## src/rtl/tslice_pkg.sv

```systemverilog
`timescale 1ns/1ps
package tslice_pkg;
  // Width of the plane index carried from control to datapath; limits planes to 16.
  localparam int PLANE_IDX_W = 4;

  typedef struct packed {
    logic                   loadEn;    // selected plane loads, and drains its old transfer
    logic [PLANE_IDX_W-1:0] planeIdx;  // plane owning this cell time
  } fabStrobe_t;
endpackage

```

## src/rtl/tslice_ctrl.sv

```systemverilog
`timescale 1ns/1ps
module tslice_ctrl
  import tslice_pkg::*;
#(
  parameter int NUM_PORTS  = 4,
  parameter int NUM_PLANES = 4,
  localparam int DEST_W  = (NUM_PORTS > 1) ? $clog2(NUM_PORTS) : 1,
  localparam int PLANE_W = (NUM_PLANES > 1) ? $clog2(NUM_PLANES) : 1
) (
  input  logic                  clk,
  input  logic                  rst,
  input  logic [NUM_PORTS-1:0]  reqValid,
  input  logic [DEST_W-1:0]     reqDest [NUM_PORTS],
  output fabStrobe_t            strobe,
  output logic [NUM_PORTS-1:0]  matchVld,
  output logic [DEST_W-1:0]     matchSrc [NUM_PORTS],
  output logic [PLANE_W-1:0]    planeSel,
  output logic                  conflictErr
);

  logic [PLANE_W-1:0]   ptr;
  logic [NUM_PORTS-1:0] hits [NUM_PORTS];  // hits[o][i]: input i asks for output o
  logic                 anyDup;

  // Round-robin plane pointer, one step per cell time.
  always_ff @(posedge clk) begin
    if (rst)                                   ptr <= '0;
    else if (ptr == PLANE_W'(NUM_PLANES - 1))  ptr <= '0;
    else                                       ptr <= ptr + 1'b1;
  end

  // Request matrix.
  always_comb begin
    for (int o = 0; o < NUM_PORTS; o++)
      for (int i = 0; i < NUM_PORTS; i++)
        hits[o][i] = reqValid[i] && (reqDest[i] == DEST_W'(o));
  end

  // Fixed-priority grant per output: lowest input index wins.
  always_comb begin
    for (int o = 0; o < NUM_PORTS; o++) begin
      matchVld[o] = |hits[o];
      matchSrc[o] = '0;
      for (int i = NUM_PORTS - 1; i >= 0; i--)
        if (hits[o][i]) matchSrc[o] = DEST_W'(i);
    end
  end

  always_comb begin
    anyDup = 1'b0;
    for (int o = 0; o < NUM_PORTS; o++)
      if ($countones(hits[o]) > 1) anyDup = 1'b1;
  end

  always_ff @(posedge clk) begin
    if (rst) conflictErr <= 1'b0;
    else     conflictErr <= anyDup;
  end

  assign strobe.loadEn   = !rst;
  assign strobe.planeIdx = PLANE_IDX_W'(ptr);
  assign planeSel        = ptr;

endmodule

```

## src/rtl/tslice_planes.sv

```systemverilog
`timescale 1ns/1ps
module tslice_planes
  import tslice_pkg::*;
#(
  parameter int NUM_PORTS  = 4,
  parameter int NUM_PLANES = 4,
  parameter int CELL_W     = 16,
  localparam int DEST_W = (NUM_PORTS > 1) ? $clog2(NUM_PORTS) : 1
) (
  input  logic                  clk,
  input  logic                  rst,
  input  fabStrobe_t            strobe,
  input  logic [NUM_PORTS-1:0]  matchVld,
  input  logic [DEST_W-1:0]     matchSrc [NUM_PORTS],
  input  logic [CELL_W-1:0]     cellIn   [NUM_PORTS],
  output logic [NUM_PORTS-1:0]  outValid,
  output logic [CELL_W-1:0]     outCell  [NUM_PORTS]
);

  // Per-plane state: cells per input, crossbar setting per output.
  logic [CELL_W-1:0]    cellMem [NUM_PLANES][NUM_PORTS];
  logic [DEST_W-1:0]    cfgSrc  [NUM_PLANES][NUM_PORTS];
  logic [NUM_PORTS-1:0] cfgVld  [NUM_PLANES];

  logic [NUM_PORTS-1:0] drainVld;
  logic [CELL_W-1:0]    drainCell [NUM_PORTS];

  // Only the selected plane is written; all others hold their transfer.
  always_ff @(posedge clk) begin
    for (int p = 0; p < NUM_PLANES; p++) begin
      if (rst) begin
        cfgVld[p] <= '0;
      end else if (strobe.loadEn && strobe.planeIdx == PLANE_IDX_W'(p)) begin
        cfgVld[p] <= matchVld;
        for (int k = 0; k < NUM_PORTS; k++) begin
          cfgSrc[p][k]  <= matchSrc[k];
          cellMem[p][k] <= cellIn[k];
        end
      end
    end
  end

  // Crossbar of the plane whose transfer ends in this cell time.
  always_comb begin
    drainVld = '0;
    for (int o = 0; o < NUM_PORTS; o++) drainCell[o] = '0;
    for (int p = 0; p < NUM_PLANES; p++) begin
      if (strobe.planeIdx == PLANE_IDX_W'(p)) begin
        drainVld = cfgVld[p];
        for (int o = 0; o < NUM_PORTS; o++)
          drainCell[o] = cellMem[p][cfgSrc[p][o]];
      end
    end
  end

  always_ff @(posedge clk) begin
    if (rst) begin
      outValid <= '0;
      for (int o = 0; o < NUM_PORTS; o++) outCell[o] <= '0;
    end else if (strobe.loadEn) begin
      outValid <= drainVld;
      for (int o = 0; o < NUM_PORTS; o++)
        outCell[o] <= drainVld[o] ? drainCell[o] : '0;
    end
  end

endmodule

```

## src/rtl/tslice_xbar.sv

```systemverilog
`timescale 1ns/1ps
module tslice_xbar
  import tslice_pkg::*;
#(
  parameter int NUM_PORTS  = 4,
  parameter int NUM_PLANES = 4,
  parameter int CELL_W     = 16,
  localparam int DEST_W  = (NUM_PORTS > 1) ? $clog2(NUM_PORTS) : 1,
  localparam int PLANE_W = (NUM_PLANES > 1) ? $clog2(NUM_PLANES) : 1
) (
  input  logic                          clk,
  input  logic                          rst,
  input  logic [NUM_PORTS-1:0]          inValid,
  input  logic [NUM_PORTS*DEST_W-1:0]   inDest,
  input  logic [NUM_PORTS*CELL_W-1:0]   inCell,
  output logic [NUM_PORTS-1:0]          outValid,
  output logic [NUM_PORTS*CELL_W-1:0]   outCell,
  output logic [PLANE_W-1:0]            planeSel,
  output logic                          conflictErr
);

  fabStrobe_t          ctrlStrobe;
  logic [NUM_PORTS-1:0] matchVld;
  logic [DEST_W-1:0]   matchSrc [NUM_PORTS];
  logic [DEST_W-1:0]   destArr  [NUM_PORTS];
  logic [CELL_W-1:0]   cellArr  [NUM_PORTS];
  logic [CELL_W-1:0]   outArr   [NUM_PORTS];

  for (genvar g = 0; g < NUM_PORTS; g++) begin : g_lane
    assign destArr[g]                   = inDest[g*DEST_W +: DEST_W];
    assign cellArr[g]                   = inCell[g*CELL_W +: CELL_W];
    assign outCell[g*CELL_W +: CELL_W]  = outArr[g];
  end

  tslice_ctrl #(.NUM_PORTS(NUM_PORTS), .NUM_PLANES(NUM_PLANES)) ctrl_i (
    .clk(clk), .rst(rst),
    .reqValid(inValid), .reqDest(destArr),
    .strobe(ctrlStrobe), .matchVld(matchVld), .matchSrc(matchSrc),
    .planeSel(planeSel), .conflictErr(conflictErr)
  );

  tslice_planes #(.NUM_PORTS(NUM_PORTS), .NUM_PLANES(NUM_PLANES), .CELL_W(CELL_W)) planes_i (
    .clk(clk), .rst(rst),
    .strobe(ctrlStrobe), .matchVld(matchVld), .matchSrc(matchSrc),
    .cellIn(cellArr), .outValid(outValid), .outCell(outArr)
  );

endmodule

```

## config.mk

```make
export PLATFORM = sky130hd
export DESIGN_NAME = tslice_xbar
export DESIGN_NICKNAME = d
export VERILOG_FILES = /design/src/rtl/tslice_pkg.sv /design/src/rtl/tslice_ctrl.sv /design/src/rtl/tslice_planes.sv /design/src/rtl/tslice_xbar.sv
export SDC_FILE = /design/constraint.sdc
export NUM_CORES = 1
export LEC_CHECK = 0
export ABC_CLOCK_PERIOD_IN_PS = 2900
export BUFFER_PORTS_ARGS = -buffer_cell sky130_fd_sc_hd__buf_2
export CAP_MARGIN = 20
export CORE_ASPECT_RATIO = 1.5
export CORE_MARGIN = 5
export CORE_UTILIZATION = 40
export DETAILED_ROUTE_END_ITERATION = 7
export HOLD_SLACK_MARGIN = 0.05
export PLACE_DENSITY_LB_ADDON = 0.25
export SLEW_MARGIN = 15
export SYNTH_ARGS = -nofsm -noshare
export SYNTH_HDL_FRONTEND = slang
export SYNTH_SLANG_ARGS = --single-unit
export TNS_END_PERCENT = 50
```

## constraint.sdc

```tcl
create_clock -name clk -period 2.9 [get_ports clk]
set_input_delay 0.29 -clock clk [delete_from_list [all_inputs] [get_ports clk]]
set_output_delay 0.29 -clock clk [all_outputs]
set_load 0.05 [all_outputs]
```

# [After elaboration in Yosys (flattened, before gate mapping)]
# Memories as Yosys holds them, arrays and structs flattened.
# Index checks and enable logic that the tools add are counted.
[word_totals] ff_bits=71 ramBits=304 input_bits=78 out_inout_bits=71 elab_cells=235 n_memories=3
[classes] add_sub_neg=13 n_lt_le_gt_ge=20 n_eq_ne=15 mux=112 n_bitwise=24 n_reduce_logical=41
[memory_table] memory="planes_i.cellMem" depth=4 width=64 rd=4 rd_ports_with_merged_regs=0 wr=1 line_no="tslice_planes.sv:21" text="logic [CELL_W-1:0] cellMem [NUM_PLANES][NUM_PORTS];"
[memory_table] memory="planes_i.cfgSrc" depth=4 width=8 rd=4 rd_ports_with_merged_regs=0 wr=1 line_no="tslice_planes.sv:22" text="logic [DEST_W-1:0] cfgSrc [NUM_PLANES][NUM_PORTS];"
[memory_table] memory="planes_i.cfgVld" depth=4 width=4 rd=4 rd_ports_with_merged_regs=0 wr=4 line_no="tslice_planes.sv:23" text="logic [NUM_PORTS-1:0] cfgVld [NUM_PLANES];"
[op_table] operator="binary-select mux 16 bit (select 2 bit)" n=16
[op_table] operator="two-way mux 16 bit" n=32
[op_table] operator="two-way mux 64 bit" n=7
[op_table] operator="OR reduction 64 bit" n=3
[op_table] operator="adder 32 bit" n=4
[op_table] operator="greater-than comparator 32 x 2 -> 1 bit, second input constant" n=4
[op_table] operator="greater-or-equal comparator 3 bit, second input constant" n=16
[op_table] operator="inverter 2 -> 3 bit" n=16
[op_table] operator="two-way mux 2 bit" n=22
[op_table] operator="two-way mux 4 bit" n=8
[op_table] operator="two-way mux 1 bit" n=24
[op_table] operator="two-way mux 8 bit" n=3
[op_table] operator="OR reduction 8 bit" n=3
[op_table] operator="equality test 2 bit, second input constant" n=10
[op_table] operator="logical AND 1 bit" n=20
[op_table] operator="adder 1 x 1 -> 2 bit" n=8
[op_table] operator="OR reduction 4 bit" n=4
[op_table] operator="equality test 2 x 1 -> 1 bit, second input constant" n=5
[op_table] operator="OR reduction 2 bit" n=5
[op_table] operator="zero test 2 bit" n=4
[op_table] operator="zero test 4 bit" n=1
[op_table] operator="inverter 1 bit" n=4
[op_table] operator="bitwise OR 1 bit" n=4
[op_table] operator="adder 2 x 1 -> 2 bit, second input constant" n=1
[op_table] operator="zero test 1 bit" n=1

# [Logic depth before layout (Yosys ltp)]
# Gate-level depths: netlist of the first run.
[depth] ltp_word=9 depth_mapped=10 depth_no_buf=8

# [Modules after synthesis]
# Synthesis of the first run repeated with hierarchy kept, for this count alone.
[unflattened] cells_unflattened=1136 hier_area_um2=20049.2
[modules_own_cells] module="tslice_planes" instances=1 cells_per_inst=1063 area_each_um2=19483.7 seq_area_each_um2=10490.1
[modules_own_cells] module="tslice_ctrl" instances=1 cells_per_inst=73 area_each_um2=565.5 seq_area_each_um2=60.1

# [Worst setup path before layout of the first run]
# Ideal clock, no wire load.
[synth_timing] path_kind="register -> register" startpoint="register ctrl_i.ptr[0] (netlist: ctrl_i.planeSel[0])" endpoint="memory planes_i.cellMem[1][0] (netlist name) (enable)" setup_time_ns=0.426 arrival_time_ns=2.822 required_ns=2.474 slack_ns=-0.347 path_stages_with_launch=7 path_buffers=3 synth_period_minus_slack_ns=3.247 cell_sequence="dfxtp_1 > ha_1 > buf_6 > buf_6 > buf_6 > nand2b_1 > inv_1"
[synth_via] elab_chain_len=9 elab_cells_between_ends=29 classes_between="eq/ne: 3; mux: 18; reduce/logical: 8"
[synth_lines] element="start, declared" line_no="tslice_ctrl.sv:21" text="logic [PLANE_W-1:0] ptr;"
[synth_lines] element="start signal, assigned" line_no="tslice_ctrl.sv:29" text="else ptr <= ptr + 1'b1;"
[synth_lines] element="equality test 2 x 1 -> 1 bit" line_no="tslice_planes.sv:33" text="end else if (strobe.loadEn && strobe.planeIdx == PLANE_IDX_W'(p)) begin"
[synth_lines] element="logical AND 1 bit" line_no="tslice_planes.sv:33"
[synth_lines] element="two-way mux 1 bit" line_no="tslice_planes.sv:33"
[synth_lines] element="two-way mux 1 bit" line_no="tslice_planes.sv:31" text="if (rst) begin"
[synth_lines] element="two-way mux 1 bit (implied by the code)" line_no="tslice_planes.sv:37" text="cellMem[p][k] <= cellIn[k];"
[synth_lines] element="OR reduction 64 bit (no line)"
[synth_lines] element="two-way mux 2 bit (no line) or two-way mux 1 bit (tied branches) (3 in a row)"
[synth_lines] element="end, declared" line_no="tslice_planes.sv:21"
# Parallel ways exist; a longest one is shown, timed or not.

# [Final worst setup path of the first run]
[layout_timing] startpoint="register ctrl_i.ptr[0] (netlist: ctrl_i.planeSel[0])" endpoint="register planes_i.outCell[37] (netlist name)"
[layout_via] elab_chain_len=7 elab_cells_between_ends=14 classes_between="eq/ne: 3; mux: 8; bitwise: 1; reduce/logical: 2"
[layout_lines] element="zero test 4 bit" line_no="tslice_planes.sv:48" text="if (strobe.planeIdx == PLANE_IDX_W'(p)) begin"
[layout_lines] element="two-way mux 4 bit (4 in a row)" line_no="tslice_planes.sv:48"
[layout_lines] element="inverter 1 bit (no line)"
[layout_lines] element="OR reduction 2 bit (no line)"
[layout_lines] element="end signal, assigned by index" line_no="tslice_planes.sv:63" text="outCell[o] <= drainVld[o] ? drainCell[o] : '0;"
[layout_lines] element="end, declared" line_no="tslice_planes.sv:17" text="output logic [CELL_W-1:0] outCell [NUM_PORTS]"
# Parallel ways exist; a longest one is shown, timed or not.
# A chain may end at the register's enable or synchronous reset.

==> results of run 1 <==
## per-layer routing
metal  wire (um)  share of wire (%)
met1       26400                 37
met2       34700                 49
met3        5680                8.0
met4        4400                6.2
met5           0                  0
## metrics by stage
step,setup WS (ns),utilization (%),hold slack (ns)
after CTS,0.279,47.3,0.0629
after global placement,0.321,43.6,0.439
after global routing,0.107,47.3,0.0601
after detailed placement,0.302,43.6,0.458
after floorplan,0.0808,-,0.389
final,0.226,47.3,0.0683
## synthesized netlist by cell type (all sizes together) (19+ instances only)
master | n | area, um^2
edfxtp | 304 | 9130
mux2i | 260 | 2600
mux4 | 126 | 2840
o22ai | 92 | 576
buf | 91 | 584
nor2 | 84 | 318
nor3 | 78 | 405
dfxtp | 71 | 1420
nand2 | 63 | 236
a211oi | 54 | 581
o21ai | 40 | 200
ha | 28 | 350
inv | 28 | 105
a21oi | 21 | 105
a22oi | 20 | 150
clkbuf | 19 | 77.6
## cell usage in the layout (no fill, tap or decap), drive strengths merged, types with 7 or more instances in the layout
cell type and count:
edfxtp 304, mux2i 260, buf 232, mux4 126, o22ai 92, nor2 84, nor3 78, dfxtp 71
dlygate4sd3 64, nand2 63, clkbuf 57, a211oi 54, o21ai 40, ha 28, inv 28, a21oi 21
a22oi 20, nand2b 16, clkinv 9, nand3b 7, or3b 7
## worst paths after layout
| path | start | endpoint | depth (start not counted) |
|---|---|---|---|
| hold / removal | inCell[13] | planes_i.cellMem[2][61] | 1 |
| setup reg to reg | ctrl_i.planeSel[0] | planes_i.outCell[37] | 7 |
| setup / recovery | ctrl_i.planeSel[0] | planes_i.outCell[37] | 7 |
| hold reg to reg | ctrl_i.planeSel[0] | ctrl_i.planeSel[0] | 1 |
## sequential cells by signal, summed over array words and instances (netlist names)
signal / count
planes_i.cfgVld: 16
ctrl_i.conflictErr: 1
planes_i.outCell: 64
planes_i.outValid: 4
planes_i.cfgSrc: 32
ctrl_i.planeSel: 2
planes_i.cellMem: 256
## layout make-up
| type | instances | area share, % |
|---|---|---|
| timing repair buffer | 296 | 9.28 |
| clock inverter | 13 | 0.430 |
| clock buffer | 57 | 4.55 |
| tap | 669 | 3.51 |
| multi-input combinational | 931 | 37.5 |
| inverter | 28 | 0.478 |
| sequential | 375 | 44.3 |
## power groups by stage
stage,clock (mW),sequential [mW],combinational (mW)
after floorplan,0,6.80,1.49
after global placement,0,6.58,2.73
after detailed placement,0,6.59,2.75
after CTS,4.87,6.47,2.82
after global routing,5.10,6.51,2.97
final,4.79,6.48,2.84
## logic make-up (layout without fill, tap and decap cells)
logic type	count (synthesis)	after routing	synth area share (%)
compound gates	231	231	8.34
fa+ha+maj	32	32	2.13
buf+inv	138	394	3.79
flops	375	375	52.1
mux	386	386	26.9
simple gates	282	282	6.78
## critical path, stage by stage, from the launching register on
cell	delay (ns)
dfxtp_2	0.34
inv_1	0.08
ha_1	0.81
nand3b_1	0.47
buf_4	0.24
o21ai_0	0.09
nor3_1	0.34
a211oi_2	0.15
## repair_timing
action                    in CTS  in global routing
resized for setup              0                  0
hold buffers                  64                  0
hold endpoints to repair     253                  0
==> results.sh, run 1 <==
export IMPL_dr_first_iter_drc_count=1403
export IMPL_grt_overflow=0
export IMPL_hold_path_class="primary input to flop"
export IMPL_gr_usage_met2_pct=42.3
export IMPL_grtUsageTotal_pct=25.1
export IMPL_status="completed"
export IMPL_area_growth_pct=17.7
export IMPL_dp_cells=2235
export IMPL_clkPwrFrac_pct=34.0
export IMPL_synth_edf_count=304
export IMPL_finalSetupViolations=0
export IMPL_syn_instance_count=1444
export IMPL_crit_type="flop to flop"
export IMPL_synthArstFlopShare_pct=0
export IMPL_cp_start_kind="flop"
export IMPL_multi_input_area_um2=8930
export IMPL_ant_nets=0
export IMPL_hold_viol_final=0
export IMPL_gp_congestion=0.895
export IMPL_regArea_um2=10600
export IMPL_fp_row_count=101
export IMPL_antenna_found_initial=0
export IMPL_final_area_um2=23800
export IMPL_clk_latency_ns=0.55
export IMPL_die_area_um2=55300
export IMPL_vias=14400
export IMPL_synth_warnings=0
export IMPL_start_util_pct=40.2
export IMPL_synth_seq_cells=375
export IMPL_ys_flop_type="edfxtp_1"
export IMPL_grt_pass1_wl_mm=101
export IMPL_fillers=4416
export IMPL_fin_nets=1781
export IMPL_cts_htree_levels=2
export IMPL_postSynthAreaPerCell_um2=14.0
export IMPL_global_route_usage_met3_pct=4.58
export IMPL_crit_required_ns=3.30
export IMPL_yosysSeqAreaShare_pct=52.1
export IMPL_rsz0062_at_grt="false"
export IMPL_maxSlewHeadroom_pct=25.4
export IMPL_cellLeakagePower_nw=8.97
export IMPL_port_buffers=148
export IMPL_endpoint_kind="flop"
export IMPL_drc=0
export IMPL_skew_ns=0.0193
export IMPL_clk_transition_reported_paths_ns=0.06
export IMPL_cts_buffers=39
export IMPL_p_int_mw=9.91
export IMPL_postRouteWirelength_mm=71.2
export IMPL_cp_max_fo=31
export IMPL_drt_first_pass_iters=5
export IMPL_switchingPower_mw=4.20
export IMPL_r2r_setup_slack_ns=0.23
export IMPL_n_antenna_cell=0
export IMPL_worstPathArrival_ns=3.08
export IMPL_pwr_share_seq_pct=45.9
export IMPL_min_period_over_period_pct=92.2
export IMPL_report_final_slew_viol_count=0
export IMPL_ir_drop_v=0.000366
export IMPL_power_share_combinational_pct=20.1
export IMPL_core_area_um2=50400
export IMPL_layout_cells_non_filler=2369
export IMPL_cts_sinks=375
export IMPL_worst_pin_slew_ns=1.12
export IMPL_io_pin_count=149
export IMPL_die_h_um=286
export IMPL_vias_per_cell=6.09
export IMPL_synthesis_nets=1554
export IMPL_p_total_mw=14.1
export IMPL_cts_setup_buffers=0
export IMPL_synth_distinct_cells=43
export IMPL_syn_area_um2=20200
export IMPL_met1_usage_pct=30.7
export IMPL_busiest_layer="met2"
export IMPL_fmax_mhz=374
export IMPL_avgRoutedWirePerCell_um=30.0
export IMPL_clock_path_buffers=3
export IMPL_p_per_area_nw_per_um2=592
export IMPL_cts_tree="done"
export IMPL_place_area_um2=22000
export IMPL_setup_tns_ns=0
export IMPL_maxCapViolations=0
export IMPL_drive_gt1_share_pct=28.0
export IMPL_grt_pass1_vias=14900
export IMPL_die_width_um=194
export IMPL_grt_max_degree=61
export IMPL_clockRootBuffer="clkbuf_16"
export IMPL_dp_hpwl_mm=48.1
export IMPL_swShare_pct=29.8
export IMPL_fin_crit_ns=2.67
Note: power is estimated with default switching activity, not from simulation.
==> inputs of run 2 (changes only) <==
--- a/config.mk
+++ b/config.mk
@@ -9,7 +9,6 @@
 export BUFFER_PORTS_ARGS = -buffer_cell sky130_fd_sc_hd__buf_2
 export CAP_MARGIN = 20
 export CORE_ASPECT_RATIO = 1.5
-export CORE_MARGIN = 5
 export CORE_UTILIZATION = 40
 export DETAILED_ROUTE_END_ITERATION = 7
 export HOLD_SLACK_MARGIN = 0.05
==> results.sh, run 2 (synthesized netlist as in run 1, its figures left out) <==
export IMPL_ant_nets=0
export IMPL_crit_type="flop to flop"
export IMPL_final_cell_mix="edfxtp_1, mux2i_1, buf_2"
export IMPL_timing_hold_ws_ns=0.326
export IMPL_grt_pass1_wl_mm=100
export IMPL_endpoint_kind="flop"
export IMPL_cts_buffers=39
export IMPL_core_area_um2=49800
export IMPL_swShare_pct=29.6
export IMPL_clockRootBuffer="clkbuf_16"
export IMPL_fp_row_count=100
export IMPL_grt_overflow=0
export IMPL_largest_register_ffs=256
export IMPL_port_buffers=148
export IMPL_report_final_slew_viol_count=0
export IMPL_worst_path_stages=7
export IMPL_cpMaxStageDelayCell="and2b_1"
export IMPL_cellLeakagePower_nw=9.05
export IMPL_grtUsageTotal_pct=27.5
export IMPL_ir_drop_v=0.000413
export IMPL_finish_utilization_pct=48.2
export IMPL_cts_htree_levels=2
export IMPL_status="completed"
export IMPL_vias=14600
export IMPL_hold_path_class="primary input to flop"
export IMPL_crit_required_ns=3.33
export IMPL_pwr_share_seq_pct=45.1
export IMPL_p_total_mw=14.4
export IMPL_r2r_setup_slack_ns=0.53
export IMPL_die_area_um2=51500
export IMPL_drc=0
export IMPL_cts_tree="done"
export IMPL_n_antenna_cell=0
export IMPL_cp_top_family="simple AND/OR/NAND/NOR gates"
export IMPL_die_h_um=278
export IMPL_clock_path_buffers=3
export IMPL_layout_cells_non_filler=2371
export IMPL_setup_tns_ns=0
export IMPL_top_regs="planes_i.cellMem: 256 flops, planes_i.outCell: 64 flops, planes_i.cfgSrc: 32 flops"
export IMPL_cts_sinks=375
export IMPL_skew_ns=0.0200
export IMPL_fin_crit_ns=2.37
export IMPL_cts_resized_gates=0
export IMPL_switchingPower_mw=4.26
export IMPL_cp_startpoint="ctrl_i.planeSel[1]"
export IMPL_dp_hpwl_mm=48.1
export IMPL_grt_max_degree=73
export IMPL_dp_cells=2235
export IMPL_postRouteWirelength_mm=70.8
export IMPL_crit_buf_inv=2
export IMPL_fillers=4439
export IMPL_avgRoutedWirePerCell_um=29.9
export IMPL_fin_nets=1788
export IMPL_reg2regPathDepth=7
export IMPL_drive_gt1_share_pct=28.3
export IMPL_worst_pin_slew_ns=0.960
export IMPL_slowest_delay_ns=0.49
export IMPL_fmax_mhz=421
export IMPL_gp_congestion=0.940
export IMPL_grt_pass1_vias=14900
export IMPL_cp_max_fo=26
export IMPL_die_width_um=186
export IMPL_final_common_cell="edfxtp_1"
export IMPL_vias_per_cell=6.17
export IMPL_dr_first_iter_drc_count=1535
export IMPL_maxCapViolations=0
export IMPL_hold_viol_final=0
export IMPL_clk_latency_ns=0.56
export IMPL_crit_top_cell="and2b_1"
export IMPL_antenna_found_initial=0
export IMPL_worstPathArrival_ns=2.80
export IMPL_rsz0062_at_grt="false"
export IMPL_finalSetupViolations=0
export IMPL_hold_depth=4
export IMPL_area_growth_pct=18.6
export IMPL_start_util_pct=40.7
export IMPL_clk_transition_reported_paths_ns=0.06
export IMPL_reg2reg_to="planes_i.outCell[2]"
export IMPL_crit_chain="inv_1 > ha_1 > and2b_1 > and2b_1 > buf_12 > nand2_1 > a211oi_2"
export IMPL_endpoint="planes_i.outCell[2]"
export IMPL_cp_start_kind="flop"
export IMPL_top_register="planes_i.cellMem"
export IMPL_clkPwrFrac_pct=34.9
export IMPL_p_int_mw=10.1
export IMPL_drt_first_pass_iters=6
export IMPL_p_per_area_nw_per_um2=599
export IMPL_io_pin_count=149
export IMPL_worstReg2RegStart="ctrl_i.planeSel[1]"
export IMPL_power_share_combinational_pct=20.0
export IMPL_min_period_over_period_pct=81.8
export IMPL_maxSlewHeadroom_pct=36.0
-- run 2: per-stage QoR --
| stage | setup WS [ns] | cell area, um^2 |
|---|---|---|
| 2_1_floorplan | 0.0808 | 20300 |
| 3_3_place_gp | 0.607 | 22100 |
| 3_5_place_dp | 0.572 | 22100 |
| 4_1_cts | 0.539 | 24000 |
| 5_1_grt | 0.285 | 24000 |
| 6_report | 0.527 | 24000 |
-- run 2: power groups by stage --
stage / clock network, mW / logic (mW) / registers, mW
CTS: 5.10 / 2.84 / 6.48
global route: 5.27 / 2.98 / 6.51
global placement: 0 / 2.75 / 6.58
detailed placement: 0 / 2.77 / 6.59
floorplan: 0 / 1.49 / 6.80
finish: 5.03 / 2.87 / 6.49
-- run 2: worst min-delay path by stage --
stage / from / to / slack (ns)
2_1_floorplan: inCell[48] / planes_i.cellMem[0][0] / 0.39
3_3_place_gp: ctrl_i.planeSel[0] / ctrl_i.planeSel[0] / 0.43
3_5_place_dp: ctrl_i.planeSel[0] / ctrl_i.planeSel[0] / 0.45
4_1_cts: inDest[2] / planes_i.cfgSrc[2][6] / 0.28
5_1_grt: inDest[2] / planes_i.cfgSrc[1][6] / 0.37
6_report: inDest[2] / planes_i.cfgSrc[2][6] / 0.33
-- run 2: worst reg2reg max path, stage by stage, from the launching register on --
cell      delay [ns]
dfxtp_2         0.35
inv_1           0.06
ha_1            0.35
and2b_1         0.30
and2b_1         0.49
buf_12          0.29
nand2_1         0.10
a211oi_2        0.31
-- run 2: layer usage --
layer	GRT usage, %	vias to the layer above	share of wire (%)
met4	16.9	0	6.5
met1	34.1	7389	38
li1	-	6188	-
met3	4.66	223	7.9
met2	44.5	826	48
met5	0	-	0
-- run 2: final cells by class --
cell class / instances / area, um^2 / share of cell area [%]
clock buffer: 56 / 1080 / 4.50
clock inverter: 15 / 171 / 0.714
inverter: 28 / 114 / 0.474
multi-input combinational: 931 / 8930 / 37.2
sequential: 375 / 10600 / 44.0
tap: 663 / 830 / 3.46
timing repair buffer: 303 / 2330 / 9.70
-- run 2: timing repair --
action	4_1_cts	5_1_grt
hold endpoints to repair	255	0
buffers inserted	0	0
hold buffers	65	0
